==> config.mk <==
export PLATFORM = sky130hd
export DESIGN_NAME = tex_tile_addr
export DESIGN_NICKNAME = d
export VERILOG_FILES = /design/src/rtl/tex_tile_pkg.sv /design/src/rtl/tile_in_stage.sv /design/src/rtl/tile_swizzle.sv /design/src/rtl/tile_page_index.sv /design/src/rtl/tex_tile_addr.sv
export SDC_FILE = /design/constraint.sdc
export NUM_CORES = 1
export LEC_CHECK = 0
export ABC_AREA = 0
export BUFFER_PORTS_ARGS = -buffer_cell sky130_fd_sc_hd__buf_2
export CORE_MARGIN = 1.5
export CORE_UTILIZATION = 50
export DETAILED_ROUTE_END_ITERATION = 10
export GPL_TIMING_DRIVEN = 0
export PLACE_DENSITY = 0.77
export SETUP_SLACK_MARGIN = 0.2
export SYNTH_ARGS = -nofsm -noshare
export SYNTH_HDL_FRONTEND = slang
export SYNTH_SLANG_ARGS = --single-unit
export TNS_END_PERCENT = 1
==> constraint.sdc <==
create_clock -name clk -period 7.55 [get_ports clk]
set_input_delay 1.8875 -clock clk [delete_from_list [all_inputs] [get_ports clk]]
set_output_delay 1.8875 -clock clk [all_outputs]
set_load 0.1 [all_outputs]
==> src/rtl/tex_tile_pkg.sv <==
package tex_tile_pkg;
  // log2 of the page side in texels (32x32 texels per page)
  localparam int TILE_LG  = 5;
  // log2 of bytes per texel (32-bit texels)
  localparam int TEXEL_LG = 2;
  // byte offset width inside a page: 2*5 index bits + 2 byte bits = 4 KB
  localparam int OFFS_W   = 2 * TILE_LG + TEXEL_LG;
endpackage

==> src/rtl/tile_in_stage.sv <==
// Input register stage.
// Clamps the width log into the legal range and wraps x modulo the width.
module tile_in_stage
  import tex_tile_pkg::*;
#(
  parameter int COORD_W = 12,
  parameter int PG_W    = 20,
  parameter int WLG_W   = 4
) (
  input  logic               clk,
  input  logic               rst,
  input  logic               i_valid,
  input  logic [COORD_W-1:0] i_x,
  input  logic [COORD_W-1:0] i_y,
  input  logic [PG_W-1:0]    i_base_pg,
  input  logic [WLG_W-1:0]   i_wlg,
  output logic               s_valid,
  output logic [COORD_W-1:0] s_x,
  output logic [COORD_W-1:0] s_y,
  output logic [PG_W-1:0]    s_base_pg,
  output logic [WLG_W-1:0]   s_cols_lg
);
  logic [WLG_W-1:0]   wlg_eff;
  logic [COORD_W-1:0] x_keep;

  // clamp the width log to [TILE_LG, COORD_W]
  always_comb begin
    if (i_wlg < WLG_W'(TILE_LG))
      wlg_eff = WLG_W'(TILE_LG);
    else if (i_wlg > WLG_W'(COORD_W))
      wlg_eff = WLG_W'(COORD_W);
    else
      wlg_eff = i_wlg;
  end

  // keep only x bits below the effective width log
  for (genvar g = 0; g < COORD_W; g++) begin : g_xmask
    assign x_keep[g] = (g < int'(wlg_eff));
  end

  always_ff @(posedge clk) begin
    if (rst) s_valid <= 1'b0;
    else     s_valid <= i_valid;
  end

  always_ff @(posedge clk) begin
    s_x       <= i_x & x_keep;
    s_y       <= i_y;
    s_base_pg <= i_base_pg;
    s_cols_lg <= wlg_eff - WLG_W'(TILE_LG);
  end
endmodule

==> src/rtl/tile_swizzle.sv <==
// Interleaves the in-page coordinate bits: x on even positions, y on odd positions.
module tile_swizzle #(
  parameter int SIDE_LG = 5
) (
  input  logic [SIDE_LG-1:0]   tx,
  input  logic [SIDE_LG-1:0]   ty,
  output logic [2*SIDE_LG-1:0] idx
);
  for (genvar g = 0; g < SIDE_LG; g++) begin : g_lace
    assign idx[2*g]   = tx[g];
    assign idx[2*g+1] = ty[g];
  end
endmodule

==> src/rtl/tile_page_index.sv <==
// Row-major page index: page_row * pages_per_row + page_col.
module tile_page_index #(
  parameter int PT_W  = 7,
  parameter int WLG_W = 4
) (
  input  logic [PT_W-1:0]   px,
  input  logic [PT_W-1:0]   py,
  input  logic [WLG_W-1:0]  cols_lg,
  output logic [2*PT_W-1:0] pidx
);
  logic [2*PT_W-1:0] row_start;

  always_comb begin
    row_start = {{PT_W{1'b0}}, py} << cols_lg;
    pidx      = row_start + {{PT_W{1'b0}}, px};
  end
endmodule

==> src/rtl/tex_tile_addr.sv <==
// Top level: register stage, swizzle, page index, then registered outputs.
module tex_tile_addr
  import tex_tile_pkg::*;
#(
  parameter int COORD_W = 12,
  parameter int ADDR_W  = 32,
  parameter int WLG_W   = 4,
  localparam int PG_W   = ADDR_W - OFFS_W,
  localparam int PT_W   = COORD_W - TILE_LG,
  localparam int PIDX_W = 2 * PT_W
) (
  input  logic               clk,
  input  logic               rst,
  input  logic               i_valid,
  input  logic [COORD_W-1:0] i_x,
  input  logic [COORD_W-1:0] i_y,
  input  logic [PG_W-1:0]    i_base_pg,
  input  logic [WLG_W-1:0]   i_wlg,
  output logic               o_valid,
  output logic [ADDR_W-1:0]  o_addr,
  output logic [PIDX_W-1:0]  o_page,
  output logic [OFFS_W-1:0]  o_offset
);
  logic               s_valid;
  logic [COORD_W-1:0] s_x;
  logic [COORD_W-1:0] s_y;
  logic [PG_W-1:0]    s_base_pg;
  logic [WLG_W-1:0]   s_cols_lg;
  logic [2*TILE_LG-1:0] texel_idx;
  logic [PIDX_W-1:0]  pidx;
  logic [OFFS_W-1:0]  offs;
  logic [PG_W-1:0]    addr_pg;

  tile_in_stage #(
    .COORD_W (COORD_W),
    .PG_W    (PG_W),
    .WLG_W   (WLG_W)
  ) u_in (
    .clk       (clk),
    .rst       (rst),
    .i_valid   (i_valid),
    .i_x       (i_x),
    .i_y       (i_y),
    .i_base_pg (i_base_pg),
    .i_wlg     (i_wlg),
    .s_valid   (s_valid),
    .s_x       (s_x),
    .s_y       (s_y),
    .s_base_pg (s_base_pg),
    .s_cols_lg (s_cols_lg)
  );

  tile_swizzle #(
    .SIDE_LG (TILE_LG)
  ) u_swz (
    .tx  (s_x[TILE_LG-1:0]),
    .ty  (s_y[TILE_LG-1:0]),
    .idx (texel_idx)
  );

  tile_page_index #(
    .PT_W  (PT_W),
    .WLG_W (WLG_W)
  ) u_pg (
    .px      (s_x[COORD_W-1:TILE_LG]),
    .py      (s_y[COORD_W-1:TILE_LG]),
    .cols_lg (s_cols_lg),
    .pidx    (pidx)
  );

  always_comb begin
    offs    = {texel_idx, {TEXEL_LG{1'b0}}};
    addr_pg = s_base_pg + PG_W'(pidx);
  end

  always_ff @(posedge clk) begin
    if (rst) o_valid <= 1'b0;
    else     o_valid <= s_valid;
  end

  always_ff @(posedge clk) begin
    o_addr   <= {addr_pg, offs};
    o_page   <= pidx;
    o_offset <= offs;
  end
endmodule

# == Word-level counts from Yosys, hierarchy flattened ==
# Cells that the tools add are included.
# op_classes
add_sub_neg,3
magnitude_cmp,14
shift,1
mux,2
n_bitwise,1
# op_table
op,count
adder 20 x 14 -> 20 bit,1
"less-than comparator 3 x 4 -> 1 bit, first input constant",4
"less-than comparator 4 bit, first input constant",4
adder 14 x 7 -> 14 bit,1
<< shifter 7 x 4 -> 14 bit,1
AND 12 bit,1
"less-than comparator 1 x 4 -> 1 bit, first input constant",2
"less-than comparator 2 x 4 -> 1 bit, first input constant",2
two-way mux 4 bit,2
"> comparator 4 bit, second input constant",1
"less-than comparator 4 x 3 -> 1 bit, second input constant",1
"subtractor 4 x 3 -> 4 bit, second input constant",1
# word_totals
ff_bits,104
elab_cells,30

# == Logic depth before layout (Yosys ltp) ==
# logic_depth
ltp_word,5
mapped_depth,21
mapped_depth_nobuf,20

# == By module ==
# Synthesis repeated with hierarchy kept, for this count alone.
# hier_totals
cells_unflattened,373
area_unflattened_um2,3951.3
# modules_own_cells
mod,instances,cells_each,area_each_um2
tex_tile_addr,1,174,1861.8
tile_in_stage,1,82,1207.4
tile_page_index,1,107,807.0
tile_swizzle,1,10,75.1

# == Worst setup path before layout ==
# OpenSTA, ideal clock, no wires.
# synth_path
kind,flip-flop to flip-flop
from,reg u_in.s_cols_lg[2]
to,reg o_addr[28]
setup_ns,0.123
t_arrival_ns,3.538
slack_ns,3.888
stages_incl_launch_ff,16
n_path_buf,2
period_less_slack_ns,3.662
cell_sequence,dfxtp_1 > buf_6 > or2_1 > buf_6 > nor3_1 > ha_1 > a21oi_1 > o2111ai_1 > o31ai_1 > nor3_2 > xor2_1 > ha_1 > a211o_1 > o311ai_1 > a21oi_1 > xor2_1
# synth_via
elab_chain_len,3
# synth_lines
element,line,source
from (decl),tile_in_stage.sv:21,output logic [WLG_W-1:0] s_cols_lg
from (signal assigned),tile_in_stage.sv:50,s_cols_lg <= wlg_eff - WLG_W'(TILE_LG);
<< shifter 7 x 4 -> 14 bit,tile_page_index.sv:14,"row_start = {{PT_W{1'b0}}, py} << cols_lg;"
adder 14 x 7 -> 14 bit,tile_page_index.sv:15,"pidx = row_start + {{PT_W{1'b0}}, px};"
named net pidx[9],tex_tile_addr.sv:30,logic [PIDX_W-1:0] pidx;
adder 20 x 14 -> 20 bit,tex_tile_addr.sv:73,addr_pg = s_base_pg + PG_W'(pidx);
named net addr_pg[16],tex_tile_addr.sv:32,logic [PG_W-1:0] addr_pg;
to (signal assigned),tex_tile_addr.sv:82,"o_addr <= {addr_pg, offs};"
to (decl),tex_tile_addr.sv:20,"output logic [ADDR_W-1:0] o_addr,"
# The timed path passes the listed nets, and every way through them passes these cells.
# A chain may end at the register's enable or synchronous reset.

# == Worst setup path after layout ==
# layout_path
from,reg u_in.s_cols_lg[1]
to,reg o_addr[30]
# Same word-level chain as after synthesis.

==> summary.md <==
| Metric | Value |
|---|---|
| Initial antenna violation count | 0 |
| Async set-reset flop share out of synthesis | 0 |
| RSZ-0062 raised after global routing | no |
| Port-buffer cells | 100 |
| Die Y-Extent | 90.0 um |
| IO Pins | 110 |
| CTS resizes | 0 |
| Core Footprint | 0.00729 mm2 |
| Worst Hold Depth | 0 |
| Drt total wl | 7140 um |
| Pwr Total | 1650 uW |
| Delay of the slowest critical-path stage | 490 ps |
| Synth unique cells | 59 |
| CP arrival | 4450 ps |
| Clk slew on worst S/H paths | 90 ps |
| Synth Instances | 357 |
| R2r worst-path depth | 16 |
| Power per cell area | 355 mW/mm2 |
| Slew Limit Fails | 0 |
| P&R area growth vs syn | 22.5% |
| Final setup viols | 0 |
| #FFs+latches synth | 94 |
| Die area | 0.00811 mm2 |
| Most common cell after layout, fill and taps aside | buf_2 |
| Syn. warnings | 0 |
| Rel. slew slack | 0.659 |
| Clock root cell | clkbuf_8 |
| Clk buf depth | 2 |
| 1st-iter DRT viols | 58 |
| Peak supply drop | 0.125 mV |
| Max cap viols | 0 |
| Post-synthesis instance area | 0.00379 mm2 |
| Post-layout min period | 4220 ps |
| Number of global-route vias before repair | 2643 |
| CTS tree | built |
| Max frequency | 237 MHz |
| Drt pass-1 iters | 4 |
| Vias | 2802 |
| Placed wire-length estimate | 5510 um |
| Final core occ | 0.636 |
| Gr usage total | 0.178 |
| Type of origin of the critical path | flop |
| Register area share after synthesis | 0.497 |
| Worst hold-check path type | reg -> reg |
| Grt ovf | 0 |
| Setup_tns | 0 ps |
| Setup Buffers After CTS | 0 |
| Final Hold Fails | 0 |
| Status | finished, final reports clean |
| Top_reg_cell synth | dfxtp_1 |
| Skew final | 7.91 ps |
| Skew-Pair Late Insertion Delay | 350 ps |
| Fin crit share | 0.558 |
| ANT cells | 0 |
| Num CTS Buffers | 9 |
| Commonest non-fill, non-tap cells in the layout | buf_2 (102), dfxtp_1 (94), nor2_1 (26) |
| Initial Util | 0.519 |
| DR DRC count | 0 |
| Avg WL per Cell | 12.4 um |
| Slew @ Worst Pin | 503 ps |
| Post-DRT Antenna Nets | 0 |
| # rows | 31 |
| Cell chain of the critical path | buf_6 -> mux2i_1 -> nor2_1 -> a31oi_1 -> nor2_1 -> ha_1 -> nand3_1 -> o2111ai_1 -> o31ai_1 -> nor3_2 -> xor2_1 -> ha_1 -> a211o_1 -> o311ai_1 -> a21oi_1 -> xor2_1 |
| CP Data Required Time | 7790 ps |
| CTS Sinks | 94 |
| H-tree depth | 3 |
| Slowest cell on crit path | o311ai_1 |
| GPL Wtd Cong | 0.843 |
| NumNets Final | 549 |
| Die Wd | 90.0 um |
| Setup CP Type | reg -> reg |
| Hold_buf cts | 0 |
| Synth Area per Inst | 10.6 um2 |
| Leak Pwr | 0.00226 uW |
| Proportion of layout cells with a drive suffix above 1 | 0.317 |
| Vias per cell | 4.87 |
| Number of synthesized flops with an enable pin | 0 |
| Largest net degree at the start of global routing | 15 |
| CP Max Fanout | 6 |
| Crit end category | flop |
| First-pass GRT wire length | 11600 um |
==> final cells by class <==
type                            count  area [um2]
Multi-Input combinational cell    229        1690
Clock inverter                      3        68.8
Inverter                           12        45.0
Fill cell                         621        2650
Clock buffer                       12         145
Timing Repair Buffer              100         500
Tap cell                           99         124
Sequential cell                    94        1880
Buffer                             26         186
==> flip-flops by register name (all words and copies together) (netlist names) <==
signal	count
u_in.s_cols_lg	4
o_valid	1
u_in.s_valid	1
u_in.s_base_pg	20
u_in.s_x	12
u_in.s_y	12
o_offset	9
o_addr	21
o_page	14
==> cell usage after synthesis (all sizes together), types with 2 or more instances <==
master,number,area [um2]
fa,2,40.0
and3,3,18.8
a211oi,4,42.5
buf,21,168
o211a,2,20.0
o211ai,3,22.5
xor2,12,105
ha,24,300
nor2b,5,38.8
nand4,3,18.8
nor2,26,97.6
a31oi,3,18.8
dfxtp,94,1880
o21bai,3,22.5
mux2,3,37.5
nor3,9,61.3
a211o,2,17.5
nand2b,4,25.0
o21a,4,30.0
xnor2,17,149
o311ai,3,26.3
a21o,8,60.1
nand3,5,25.0
mux2i,6,60.1
a21oi,21,120
o22ai,3,18.8
inv,11,41.3
clkbuf,5,18.8
nand2,20,80.1
o21ai,10,53.8
a21boi,2,18.8
o31ai,2,15.0
and2,4,27.5
==> per-layer routing <==
| layer | track usage | routed length, um |
|---|---|---|
| met1 | 0.206 | 3140 |
| met2 | 0.310 | 3440 |
| met3 | 0.0398 | 386 |
| met4 | 0.0873 | 169 |
| met5 | 0 | 0 |
==> kinds of logic (layout without fill, tap and decap cells) <==
| logic type | count (synthesis) | after routing | synth area share |
|---|---|---|---|
| AND/OR/NAND/NOR | 85 | 85 | 0.116 |
| flip-flops | 94 | 94 | 0.497 |
| AO/OA/AOI/OAI | 75 | 75 | 0.142 |
| XOR/XNOR | 29 | 29 | 0.0671 |
| other | 1 | 5 | 0.000990 |
| buffers and inverters | 38 | 153 | 0.0611 |
| multiplexers | 9 | 9 | 0.0258 |
| adder cells (fa/ha/maj) | 26 | 26 | 0.0899 |
==> metrics by stage <==
stage | hold slack, ps | worst slack (ps) | area, um2 | cells
floorplan | 310 | 3890 | 3800 | 361
global placement | 311 | 3340 | 4430 | 560
detailed placement | 315 | 3270 | 4430 | 560
CTS | 334 | 3250 | 4640 | 575
global route | 337 | 2940 | 4640 | 575
finish | 331 | 3330 | 4640 | 575
==> critical path: cells and delay by family (launching register included) <==
kind            cells  cell delay [ps]
compound gates      6             1770
xor+xnor            2              380
fa+ha+maj           2              690
buf+inv             1              120
flops               1              330
mux                 1              280
simple gates        4              530
==> worst paths after layout <==
path                           from           to  slack [ps]
hold reg to reg         u_in.s_y[0]  o_offset[3]         330
setup / recovery  u_in.s_cols_lg[1]   o_addr[30]        3330
hold / removal          u_in.s_y[0]  o_offset[3]         330
setup reg to reg  u_in.s_cols_lg[1]   o_addr[30]        3330
==> power by group <==
group	switching [uW]	internal, uW	total, uW
Sequential	17.9	563	581
Clock	162	195	357
Combinational	561	147	708
Total	741	905	1650
(Power assumes the default switching activity.)
